<file path="src/rtl/dbc_pkg.sv">
package dbc_pkg;
  localparam int REG_OFS_W = 5;
  localparam int ST_W      = 8;

  typedef enum logic [2:0] {
    RG_CFG    = 3'd0,
    RG_SET    = 3'd1,
    RG_CLR    = 3'd2,
    RG_STAT   = 3'd3,
    RG_A_ADDR = 3'd4,
    RG_A_CNT  = 3'd5,
    RG_B_ADDR = 3'd6,
    RG_B_CNT  = 3'd7
  } reg_sel_e;

  localparam int ST_RUN    = 0;
  localparam int ST_IE     = 1;
  localparam int ST_ERR    = 2;
  localparam int ST_DONE_A = 3;
  localparam int ST_STRT_A = 4;
  localparam int ST_DONE_B = 5;
  localparam int ST_STRT_B = 6;
  localparam int ST_BIU    = 7;

  localparam int CFG_DIR = 0;
  localparam int CFG_BS  = 2;
  localparam int CFG_DW  = 3;

  function automatic int strt_bit(input int slot);
    return (slot == 0) ? ST_STRT_A : ST_STRT_B;
  endfunction

  function automatic int done_bit(input int slot);
    return (slot == 0) ? ST_DONE_A : ST_DONE_B;
  endfunction
endpackage

</file>
<file path="src/rtl/dbc_slot.sv">
module dbc_slot #(
  parameter int DATA_W = 32,
  parameter int CNT_W  = 13,
  parameter int LEN_W  = 5
) (
  input  logic              clk,
  input  logic              rst_n,
  input  logic              ld_addr,
  input  logic              ld_cnt,
  input  logic [DATA_W-1:0] wdata,
  input  logic              adv,
  input  logic [LEN_W-1:0]  adv_len,
  output logic [DATA_W-1:0] addr_q,
  output logic [CNT_W-1:0]  cnt_q
);
  logic [DATA_W-1:0] addr_d;
  logic [CNT_W-1:0]  cnt_d;
  logic              slot_en;

  always_comb begin
    addr_d  = addr_q;
    cnt_d   = cnt_q;
    slot_en = ld_addr | ld_cnt | adv;
    if (adv) begin
      addr_d = addr_q + DATA_W'(adv_len);
      cnt_d  = cnt_q - CNT_W'(adv_len);
    end
    if (ld_addr) addr_d = wdata;
    if (ld_cnt)  cnt_d  = wdata[CNT_W-1:0];
  end

  always_ff @(posedge clk or negedge rst_n) begin
    if (!rst_n) begin
      addr_q <= '0;
      cnt_q  <= '0;
    end else if (slot_en) begin
      addr_q <= addr_d;
      cnt_q  <= cnt_d;
    end
  end
endmodule

</file>
<file path="src/rtl/dbc_status.sv">
module dbc_status
  import dbc_pkg::*;
(
  input  logic            clk,
  input  logic            rst_n,
  input  logic            set_we,
  input  logic            clr_we,
  input  logic [ST_W-1:0] wbits,
  input  logic [1:0]      done_ev,
  input  logic            err_ev,
  output logic [ST_W-1:0] st_q
);
  logic [ST_W-1:0] st_d;
  logic            st_en;

  always_comb begin
    st_d  = st_q;
    st_en = set_we | clr_we | err_ev | (|done_ev);
    for (int s = 0; s < 2; s++) begin
      if (done_ev[s]) begin
        st_d[strt_bit(s)] = 1'b0;
        st_d[done_bit(s)] = 1'b1;
        st_d[ST_BIU]      = (s == 0);
      end
    end
    if (err_ev) begin
      st_d[ST_ERR] = 1'b1;
      st_d[ST_RUN] = 1'b0;
      if (st_q[ST_BIU]) st_d[ST_STRT_B] = 1'b0;
      else              st_d[ST_STRT_A] = 1'b0;
    end
    if (set_we) st_d = st_d | wbits;
    if (clr_we) st_d = st_d & ~wbits;
  end

  always_ff @(posedge clk or negedge rst_n) begin
    if (!rst_n)     st_q <= '0;
    else if (st_en) st_q <= st_d;
  end
endmodule

</file>
<file path="src/rtl/dbc_engine.sv">
module dbc_engine #(
  parameter int DATA_W = 32,
  parameter int CNT_W  = 13,
  parameter int LEN_W  = 5
) (
  input  logic                   clk,
  input  logic                   rst_n,
  input  logic                   run,
  input  logic [1:0]             strt,
  input  logic                   biu,
  input  logic [1:0][DATA_W-1:0] slot_addr,
  input  logic [1:0][CNT_W-1:0]  slot_cnt,
  input  logic [LEN_W-1:0]       burst_bytes,
  input  logic                   mem_ack,
  output logic                   mem_req,
  output logic [DATA_W-1:0]      mem_addr,
  output logic [LEN_W-1:0]       mem_len,
  output logic [1:0]             adv,
  output logic [LEN_W-1:0]       adv_len,
  output logic [1:0]             done_ev,
  output logic                   err_ev
);
  logic             req_q, req_d;
  logic             slot_q, slot_d;
  logic [LEN_W-1:0] len_q, len_d;
  logic             eng_en;
  logic             can_go, start_req, ack_fire;
  logic [LEN_W-1:0] req_len;

  always_comb begin
    can_go    = run && strt[biu] && !req_q;
    start_req = 1'b0;
    err_ev    = 1'b0;
    done_ev   = 2'b00;
    adv       = 2'b00;
    ack_fire  = req_q && mem_ack;
    if (slot_cnt[biu] < CNT_W'(burst_bytes)) req_len = LEN_W'(slot_cnt[biu]);
    else                                     req_len = burst_bytes;

    if (can_go) begin
      if (slot_cnt[biu] == '0)             done_ev[biu] = 1'b1;
      else if (slot_addr[biu][1:0] != 2'b00) err_ev     = 1'b1;
      else                                   start_req  = 1'b1;
    end
    if (ack_fire) begin
      adv[slot_q] = 1'b1;
      if (slot_cnt[slot_q] == CNT_W'(len_q)) done_ev[slot_q] = 1'b1;
    end

    req_d  = req_q;
    slot_d = slot_q;
    len_d  = len_q;
    eng_en = start_req | ack_fire;
    if (start_req) begin
      req_d  = 1'b1;
      slot_d = biu;
      len_d  = req_len;
    end else if (ack_fire) begin
      req_d = 1'b0;
    end
  end

  always_ff @(posedge clk or negedge rst_n) begin
    if (!rst_n) begin
      req_q  <= 1'b0;
      slot_q <= 1'b0;
      len_q  <= '0;
    end else if (eng_en) begin
      req_q  <= req_d;
      slot_q <= slot_d;
      len_q  <= len_d;
    end
  end

  assign mem_req  = req_q;
  assign mem_addr = slot_addr[slot_q];
  assign mem_len  = len_q;
  assign adv_len  = len_q;
endmodule

</file>
<file path="src/rtl/dbuf_dma_chan.sv">
module dbuf_dma_chan
  import dbc_pkg::*;
#(
  parameter int DATA_W = 32,
  parameter int CNT_W  = 13,
  parameter int LEN_W  = 5
) (
  input  logic                 clk,
  input  logic                 rst_n,
  input  logic                 reg_we,
  input  logic [REG_OFS_W-1:0] reg_addr,
  input  logic [DATA_W-1:0]    reg_wdata,
  output logic [DATA_W-1:0]    reg_rdata,
  output logic                 mem_req,
  output logic                 mem_we,
  output logic [DATA_W-1:0]    mem_addr,
  output logic [LEN_W-1:0]     mem_len,
  input  logic                 mem_ack,
  output logic                 irq
);
  logic [1:0]              rs_q;
  logic                    rst_i_n;
  logic [2:0]              sel;
  logic [DATA_W-1:0]       cfg_q;
  logic                    cfg_we;
  logic [ST_W-1:0]         st_q;
  logic [1:0][DATA_W-1:0]  slot_addr;
  logic [1:0][CNT_W-1:0]   slot_cnt;
  logic [1:0]              adv;
  logic [LEN_W-1:0]        adv_len;
  logic [1:0]              done_ev;
  logic                    err_ev;
  logic [LEN_W-1:0]        burst_bytes;
  logic                    unused_ofs;

  // reset: asserted asynchronously, released on the clock
  always_ff @(posedge clk or negedge rst_n) begin
    if (!rst_n) rs_q <= 2'b00;
    else        rs_q <= {rs_q[0], 1'b1};
  end
  assign rst_i_n = rs_q[1];

  assign sel        = reg_addr[4:2];
  assign unused_ofs = ^reg_addr[1:0];

  // configuration word, locked while running
  assign cfg_we = reg_we && (sel == RG_CFG) && !st_q[ST_RUN];
  always_ff @(posedge clk or negedge rst_i_n) begin
    if (!rst_i_n)    cfg_q <= '0;
    else if (cfg_we) cfg_q <= reg_wdata;
  end

  assign burst_bytes = cfg_q[CFG_DW] ? (cfg_q[CFG_BS] ? LEN_W'(16) : LEN_W'(8))
                                     : (cfg_q[CFG_BS] ? LEN_W'(8)  : LEN_W'(4));
  assign mem_we = cfg_q[CFG_DIR];

  dbc_status u_status (
    .clk    (clk),
    .rst_n  (rst_i_n),
    .set_we (reg_we && (sel == RG_SET)),
    .clr_we (reg_we && (sel == RG_CLR)),
    .wbits  (reg_wdata[ST_W-1:0]),
    .done_ev(done_ev),
    .err_ev (err_ev),
    .st_q   (st_q)
  );

  for (genvar g = 0; g < 2; g++) begin : g_slot
    localparam logic [2:0] SEL_ADDR = 3'(4 + 2 * g);
    localparam logic [2:0] SEL_CNT  = 3'(5 + 2 * g);
    dbc_slot #(.DATA_W(DATA_W), .CNT_W(CNT_W), .LEN_W(LEN_W)) u_slot (
      .clk    (clk),
      .rst_n  (rst_i_n),
      .ld_addr(reg_we && (sel == SEL_ADDR)),
      .ld_cnt (reg_we && (sel == SEL_CNT)),
      .wdata  (reg_wdata),
      .adv    (adv[g]),
      .adv_len(adv_len),
      .addr_q (slot_addr[g]),
      .cnt_q  (slot_cnt[g])
    );
  end

  dbc_engine #(.DATA_W(DATA_W), .CNT_W(CNT_W), .LEN_W(LEN_W)) u_engine (
    .clk        (clk),
    .rst_n      (rst_i_n),
    .run        (st_q[ST_RUN]),
    .strt       ({st_q[ST_STRT_B], st_q[ST_STRT_A]}),
    .biu        (st_q[ST_BIU]),
    .slot_addr  (slot_addr),
    .slot_cnt   (slot_cnt),
    .burst_bytes(burst_bytes),
    .mem_ack    (mem_ack),
    .mem_req    (mem_req),
    .mem_addr   (mem_addr),
    .mem_len    (mem_len),
    .adv        (adv),
    .adv_len    (adv_len),
    .done_ev    (done_ev),
    .err_ev     (err_ev)
  );

  assign irq = st_q[ST_IE] & (st_q[ST_ERR] | st_q[ST_DONE_A] | st_q[ST_DONE_B]);

  always_comb begin
    case (sel)
      RG_CFG:    reg_rdata = cfg_q;
      RG_STAT:   reg_rdata = DATA_W'(st_q);
      RG_A_ADDR: reg_rdata = slot_addr[0];
      RG_A_CNT:  reg_rdata = DATA_W'(slot_cnt[0]);
      RG_B_ADDR: reg_rdata = slot_addr[1];
      RG_B_CNT:  reg_rdata = DATA_W'(slot_cnt[1]);
      default:   reg_rdata = '0;
    endcase
  end
endmodule

</file>
<file path="config.mk">
export PLATFORM = sky130hd
export DESIGN_NAME = dbuf_dma_chan
export DESIGN_NICKNAME = d
export VERILOG_FILES = /design/src/rtl/dbc_pkg.sv /design/src/rtl/dbc_slot.sv /design/src/rtl/dbc_status.sv /design/src/rtl/dbc_engine.sv /design/src/rtl/dbuf_dma_chan.sv
export SDC_FILE = /design/constraint.sdc
export NUM_CORES = 1
export LEC_CHECK = 0
export BUFFER_PORTS_ARGS = -buffer_cell sky130_fd_sc_hd__buf_2
export CAP_MARGIN = 10
export CORE_MARGIN = 2
export CORE_UTILIZATION = 58
export DETAILED_ROUTE_END_ITERATION = 10
export PLACE_DENSITY = 0.81
export RECOVER_POWER = 25
export SYNTH_ARGS = -nofsm -noshare
export SYNTH_HDL_FRONTEND = slang
export SYNTH_SLANG_ARGS = --single-unit
</file>
<file path="constraint.sdc">
create_clock -name clk -period 4.9 [get_ports clk]
set_input_delay 0.49 -clock clk [delete_from_list [all_inputs] [get_ports clk]]
set_output_delay 0.49 -clock clk [all_outputs]
set_load 0.01 [all_outputs]
</file>
==> summary.md, run 1 <==
| Metric | Value |
|---|---|
| Placed Cells | `1344` |
| Slowest stage delay, CP | `1.15 ns` |
| Syn Std Cell Area | `9480 µm²` |
| Cell variety after synth | `71` |
| CTS tree | `yes` |
| Global-route wire length before repair | `44.0 mm` |
| Avg Inst Size Synth | `8.91 µm²` |
| Core Area | `15900 µm²` |
| Post_cts resized | `0` |
| Non-filler cells, final | `1377` |
| Synth Instances | `1064` |
| Ordered list of cells on the worst path | `and3_1, o21ai_0, nor3_2, nand4_1, xor2_1, a21oi_1` |
| Vias/cell | `6.23` |
| Area share of the largest cell type after synthesis | `36.7%` |
| Antenna Cells | `0` |
| Worst EP required | `5.17 ns` |
| CTS clk-pin slew, worst paths | `0.07 ns` |
| H-tree depth | `4` |
| Crit path max-delay cell type | `dfrtp_2` |
| Total GRT Usage | `31.7%` |
| Most frequent cells after synthesis | `dfrtp_1 (139), nor2_1 (128), a21oi_1 (111)` |
| Fmax | `310 MHz` |
| Number of global-route vias before repair | `8282` |
| Yosys reg bits | `139` |
| Max Root-Sink Buffers | `2` |
| Worst Tran Pin Value | `1.21 ns` |
| Slew Limit Fails | `0` |
| Worst r2r path cells | `6` |
| Peak supply drop | `0.276 mV` |
| CTS buffer count | `17` |
| Max_slew headroom | `19.6%` |
| Hold Vio Cnt, Final | `0` |
| Num rows | `46` |
| Register area share after synthesis | `36.7%` |
| YS warnings | `0` |
| RSZ-0062 raised after global routing | `false` |
| Worst Hold Class | `primary input to flop` |
| Initial core utilization | `59.5%` |
| Status | `complete, no violations` |
| Post-synth EDFFs | `0` |
| Clock period minus worst slack | `3.23 ns` |
| Setup-failing EPs final | `0` |
| R2R Setup Slk | `1.67 ns` |
| Syn Nets | `1133` |
| Antenna viol nets, final | `0` |
| Synth top area cells | `dfrtp_1 (37%), mux2_2 (9.1%), a21oi_1 (5.9%), nor2_1 (5.1%), xnor2_1 (4.5%)` |
| CTS sink count | `139` |
| Largest net degree at the start of global routing | `138` |
| Clk_lat worst skew | `0.44 ns` |
| Die H | `132 µm` |
| Vias | `8576` |
| # DRC | `0` |
| Final WL | `26.9 mm` |
| Setup TNS | `0 ns` |
| Asr flop ratio synth | `100%` |
| DPL Wire Length | `18.2 mm` |
| Initial DRC count | `833` |
| CP endpoint | `g_slot[1].u_slot.addr_q[21]` |
| Worst setup path start | `u_engine.slot_q` |
| R2R Path Start | `u_engine.slot_q` |
| Most common flop cell mapped by yosys | `dfrtp_1` |
| Hold path cells | `3` |
| Initial antenna violation count | `0` |
| I/O pins | `113` |
| Critical path arrival | `3.50 ns` |
| Gr ovfl total | `0` |
| Pwr per Cell Area | `556 nW/µm²` |
| Startpoint Class | `flop` |
| IO Port Bufs | `110` |
| Layout Area Growth over Synthesis | `14.2%` |
| Layout Skew | `0.00739 ns` |
| Critical R2R Capture | `g_slot[1].u_slot.addr_q[21]` |
| Crit path max fanout | `51` |
| CP Class | `flop to flop` |
| Ratio of cells with drive above 1 in the final layout | `23.4%` |
| Root buf cell | `clkbuf_16` |
| Drt pass-1 iters | `5` |
| Max Cap Viol | `0` |
| Area leader, netlist | `dfrtp_1` |
| Fillcell total | `1255` |
| DIE AREA | `17400 µm²` |
| Top-count cell post-synth | `dfrtp_1` |
| Period utilisation layout | `65.9%` |
| Fin nets | `1217` |
| Die width | `132 µm` |
| Wirelength per Cell | `19.5 µm` |
| Gp weighted congestion | `0.943` |
| Crit. End Element | `flop` |
| P_leak | `0.00448 µW` |
[worst max-delay path, delay by kind of cell (launching register included)]
family	cells	cell delay (ns)
flops	1	1.15
xor+xnor	1	0.21
compound gates	2	0.33
simple gates	3	1.36
[registers in the layout, summed over array words and instances, names as in the netlist, named ones only]
register / cells
g_slot.u_slot.addr_q: 64
cfg_q: 32
g_slot.u_slot.cnt_q: 26
u_status.st_q: 7
u_engine.adv_len: 5
rs_q: 2
u_engine.mem_req: 1
u_engine.slot_q: 1
[layout make-up]
type                       instances  area, µm²  area share, %
clock buffer                      19        443           4.09
clock inverter                    13        191           1.77
inverter                          33        124           1.14
multi-input combinational        831       5640           52.0
sequential                       139       3480           32.2
tap                              216        270           2.50
timing repair buffer             126        684           6.32
[metal layers]
layer | wire length [µm] | vias to the layer above | global-route usage [%]
li1 | - | 3939 | -
met1 | 11500 | 4152 | 44.0
met2 | 12500 | 410 | 49.2
met3 | 1980 | 75 | 5.46
met4 | 975 | 0 | 13.5
met5 | 0 | - | 0
[cells in the final DEF, fill, tap and decap left out, types with 14 or more instances in the layout]
cell       Yosys  layout
buf_2          5     109
nor2_1       128     128
nor3b_1       22      22
nand4_1       16      16
buf_4          1      14
xnor2_1       49      49
nor3_1        26      26
nor2b_1       15      15
nand3_1       31      29
dfrtp_1      139     137
mux2_2        77      77
nand2_1       91      91
xor2_1        28      28
mux2i_1       17      17
clkbuf_16      0      17
o21ai_0       53      53
ha_1          24      24
a21oi_1      111     111
inv_1         33      33
[timing repair]
| action | CTS | global route |
|---|---|---|
| setup endpoints to repair | 0 | 0 |
| buffers inserted | 0 | 0 |
| endpoints found under the hold margin | 2 | 0 |
| hold buffers | 1 | 0 |
[cells by family (layout without fill, tap and decap cells)]
family,Yosys count,in the layout,synth area share [%]
simple gates,388,388,20.8
compound gates,235,235,14.6
flops,139,139,36.7
mux,102,102,12.8
buf+inv,94,191,4.01
xor+xnor,77,77,7.11
fa+ha+maj,28,28,4.01
other cells,1,1,0.0395
[power breakdown]
group / internal, µW / switching, µW
clock: 867 / 534
combinational: 1190 / 1290
sequential: 1540 / 614
[how the worst min path moves through the flow]
| stage | startpoint | endpoint |
|---|---|---|
| floorplan | rst_n | rs_q[0] |
| global placement | rst_n | rs_q[0] |
| detailed placement | rst_n | rs_q[1] |
| CTS | reg_wdata[30] | g_slot[0].u_slot.addr_q[30] |
| global route | reg_wdata[24] | g_slot[0].u_slot.addr_q[24] |
| finish | reg_wdata[14] | g_slot[0].u_slot.addr_q[14] |
[through the flow]
step	hold slack (ns)	util, %	total power (µW)	setup WS, ns	instance area, µm²
final	0.299	67.9	6030	1.67	10800
after global routing	0.309	67.9	6390	1.47	10800
after detailed placement	0.280	63.9	4560	1.74	10200
after global placement	0.276	63.9	4470	1.87	10200
after floorplan	0.194	-	3800	0.740	9480
after CTS	0.296	67.9	5990	1.72	10800
Note: power is estimated with default switching activity, not from simulation.
==> run 2, diff against run 1 <==
Clock period 4.9 ns to 3.2 ns, I/O delays scaled along.
==> summary.md, run 2 (synthesis results as in run 1) <==
| Metric | Value |
|---|---|
| Antenna Cells | `0` |
| Layout Skew | `0.00976 ns` |
| DPL Wire Length | `18.9 mm` |
| Gr ovfl total | `0` |
| CTS sink count | `139` |
| Global-route wire length before repair | `43.3 mm` |
| Wirelength per Cell | `19.3 µm` |
| CTS clk-pin slew, worst paths | `0.06 ns` |
| P_leak | `0.00454 µW` |
| Period utilisation layout | `84.4%` |
| Leading cell type in the layout, fill and taps excluded | `dfrtp_1` |
| Ratio of cells with drive above 1 in the final layout | `24.2%` |
| Max Root-Sink Buffers | `2` |
| CP Class | `flop to flop` |
| Setup-failing EPs final | `0` |
| Crit. End Element | `flop` |
| Initial DRC count | `1029` |
| Worst Tran Pin Value | `2.04 ns` |
| Biggest regs | `g_slot.u_slot.addr_q (64), cfg_q (32), g_slot.u_slot.cnt_q (26)` |
| Total GRT Usage | `31.3%` |
| Worst setup margin | `0.499 ns` |
| Worst EP required | `3.55 ns` |
| I/O pins | `113` |
| Die width | `132 µm` |
| Core Area | `15900 µm²` |
| Peak supply drop | `0.523 mV` |
| Final WL | `26.8 mm` |
| Max_slew headroom | `-36.2%` |
| IO Port Bufs | `110` |
| Max FFs per register | `64` |
| Fmax | `370 MHz` |
| Post_cts resized | `0` |
| Die H | `132 µm` |
| CTS tree | `yes` |
| Largest net degree at the start of global routing | `56` |
| Slew Limit Fails | `49` |
| Vias/cell | `6.18` |
| Place WS | `0.574 ns` |
| Hold Vio Cnt, Final | `0` |
| Crit path max fanout | `7` |
| Setup TNS | `0 ns` |
| Worst Hold Class | `primary input to flop` |
| Pwr per Cell Area | `834 nW/µm²` |
| Status | `finished with violations` |
| Max Cap Viol | `1` |
| Largest Register | `g_slot.u_slot.addr_q` |
| Antenna viol nets, final | `0` |
| Non-filler cells, final | `1390` |
| DIE AREA | `17400 µm²` |
| H-tree depth | `4` |
| Layout Area Growth over Synthesis | `14.6%` |
| Num rows | `46` |
| Initial core utilization | `59.5%` |
| Vias | `8584` |
| Critical path arrival | `3.05 ns` |
| RSZ-0062 raised after global routing | `false` |
| Drt pass-1 iters | `7` |
| Placed Cells | `1357` |
| Root buf cell | `clkbuf_16` |
| Violated checks | `capacitance limit, slew limit` |
| Initial antenna violation count | `0` |
| CTS buffer count | `17` |
| Gp weighted congestion | `0.928` |
| Number of global-route vias before repair | `8296` |
| Fin nets | `1230` |
| Most frequent cells in the layout | `dfrtp_1 (138), nor2_1 (128), a21oi_1 (111)` |
| # DRC | `0` |
| Startpoint Class | `flop` |
| Clock period minus worst slack | `2.70 ns` |
| Clk_lat worst skew | `0.43 ns` |
## run 2: changes by cell type in the layout (fill, tap and decap cells not counted)
cell / delta
clkinvlp_4: -3
bufinv_16: -3
buf_12: +1
dfrtp_4: -1
clkbuf_8: +2
buf_4: +12
dfrtp_1: +1
clkinv_4: -1
clkinv_2: +5
## run 2: worst paths after layout
kind | endpoint | cells past startpoint | startpoint | slack, ns
worst max-delay path | g_slot[1].u_slot.addr_q[20] | 10 | u_engine.adv_len[0] | 0.50
worst min-delay path | g_slot[0].u_slot.addr_q[14] | 3 | reg_wdata[14] | 0.13
worst max register to register | g_slot[1].u_slot.addr_q[20] | 10 | u_engine.adv_len[0] | 0.50
worst min register to register | rs_q[1] | 0 | rs_q[0] | 0.35
max in group asynchronous | u_status.st_q[5] | 1 | rs_q[1] | 0.91
min in group asynchronous | rs_q[1] | 2 | rst_n | 0.20
## run 2: power by group
part / switching, µW / total, µW / leakage [µW] / internal, µW
clock: 777 / 1900 / 0.000275 / 1130
sequential: 835 / 3190 / 0.00162 / 2360
combinational: 2110 / 3970 / 0.00264 / 1860
total: 3730 / 9070 / 0.00454 / 5340
## run 2: routing by layer
metal	up-vias	track usage (%)	part of all wire, %
met5	-	0	0
met4	0	11.7	3.1
met3	72	5.73	7.5
met2	403	50.0	47
met1	4152	42.7	43
li1	3957	-	-
## run 2: area by class of cell
cell class	instances	area, µm²
clock inverters	11	95.1
fillers	1276	5070
repair buffers	139	795
multi-input cells	831	5640
clock buffers	21	470
well taps	216	270
flip-flops and latches	139	3480
inverters	33	124
## run 2: worst max-delay path, stage by stage (launching register included)
cell and delay (ns):
dfrtp_1 0.48, ha_1 0.26, inv_1 0.07, fa_1 0.38, nor2b_1 0.22, o31ai_1 0.20
a211oi_4 0.33, buf_4 0.24, nand3_1 0.11, xor2_1 0.17, a21oi_1 0.16
## run 2: stage by stage
stage          area (µm²)  hold slack [ns]  power (µW)  utilization (%)
2_1_floorplan        9490           0.0244        5810                -
3_3_place_gp        10300            0.107        6940             64.6
3_5_place_dp        10300            0.109        7060             64.6
4_1_cts             10900            0.133        9010             68.2
5_1_grt             10900            0.148        9640             68.2
6_report            10900            0.133        9070             68.2
## run 2: repair_timing
action,in CTS,in global routing
hold buffers,1,0
buffers inserted,0,0
setup endpoints to repair,0,0
endpoints found under the hold margin,2,0
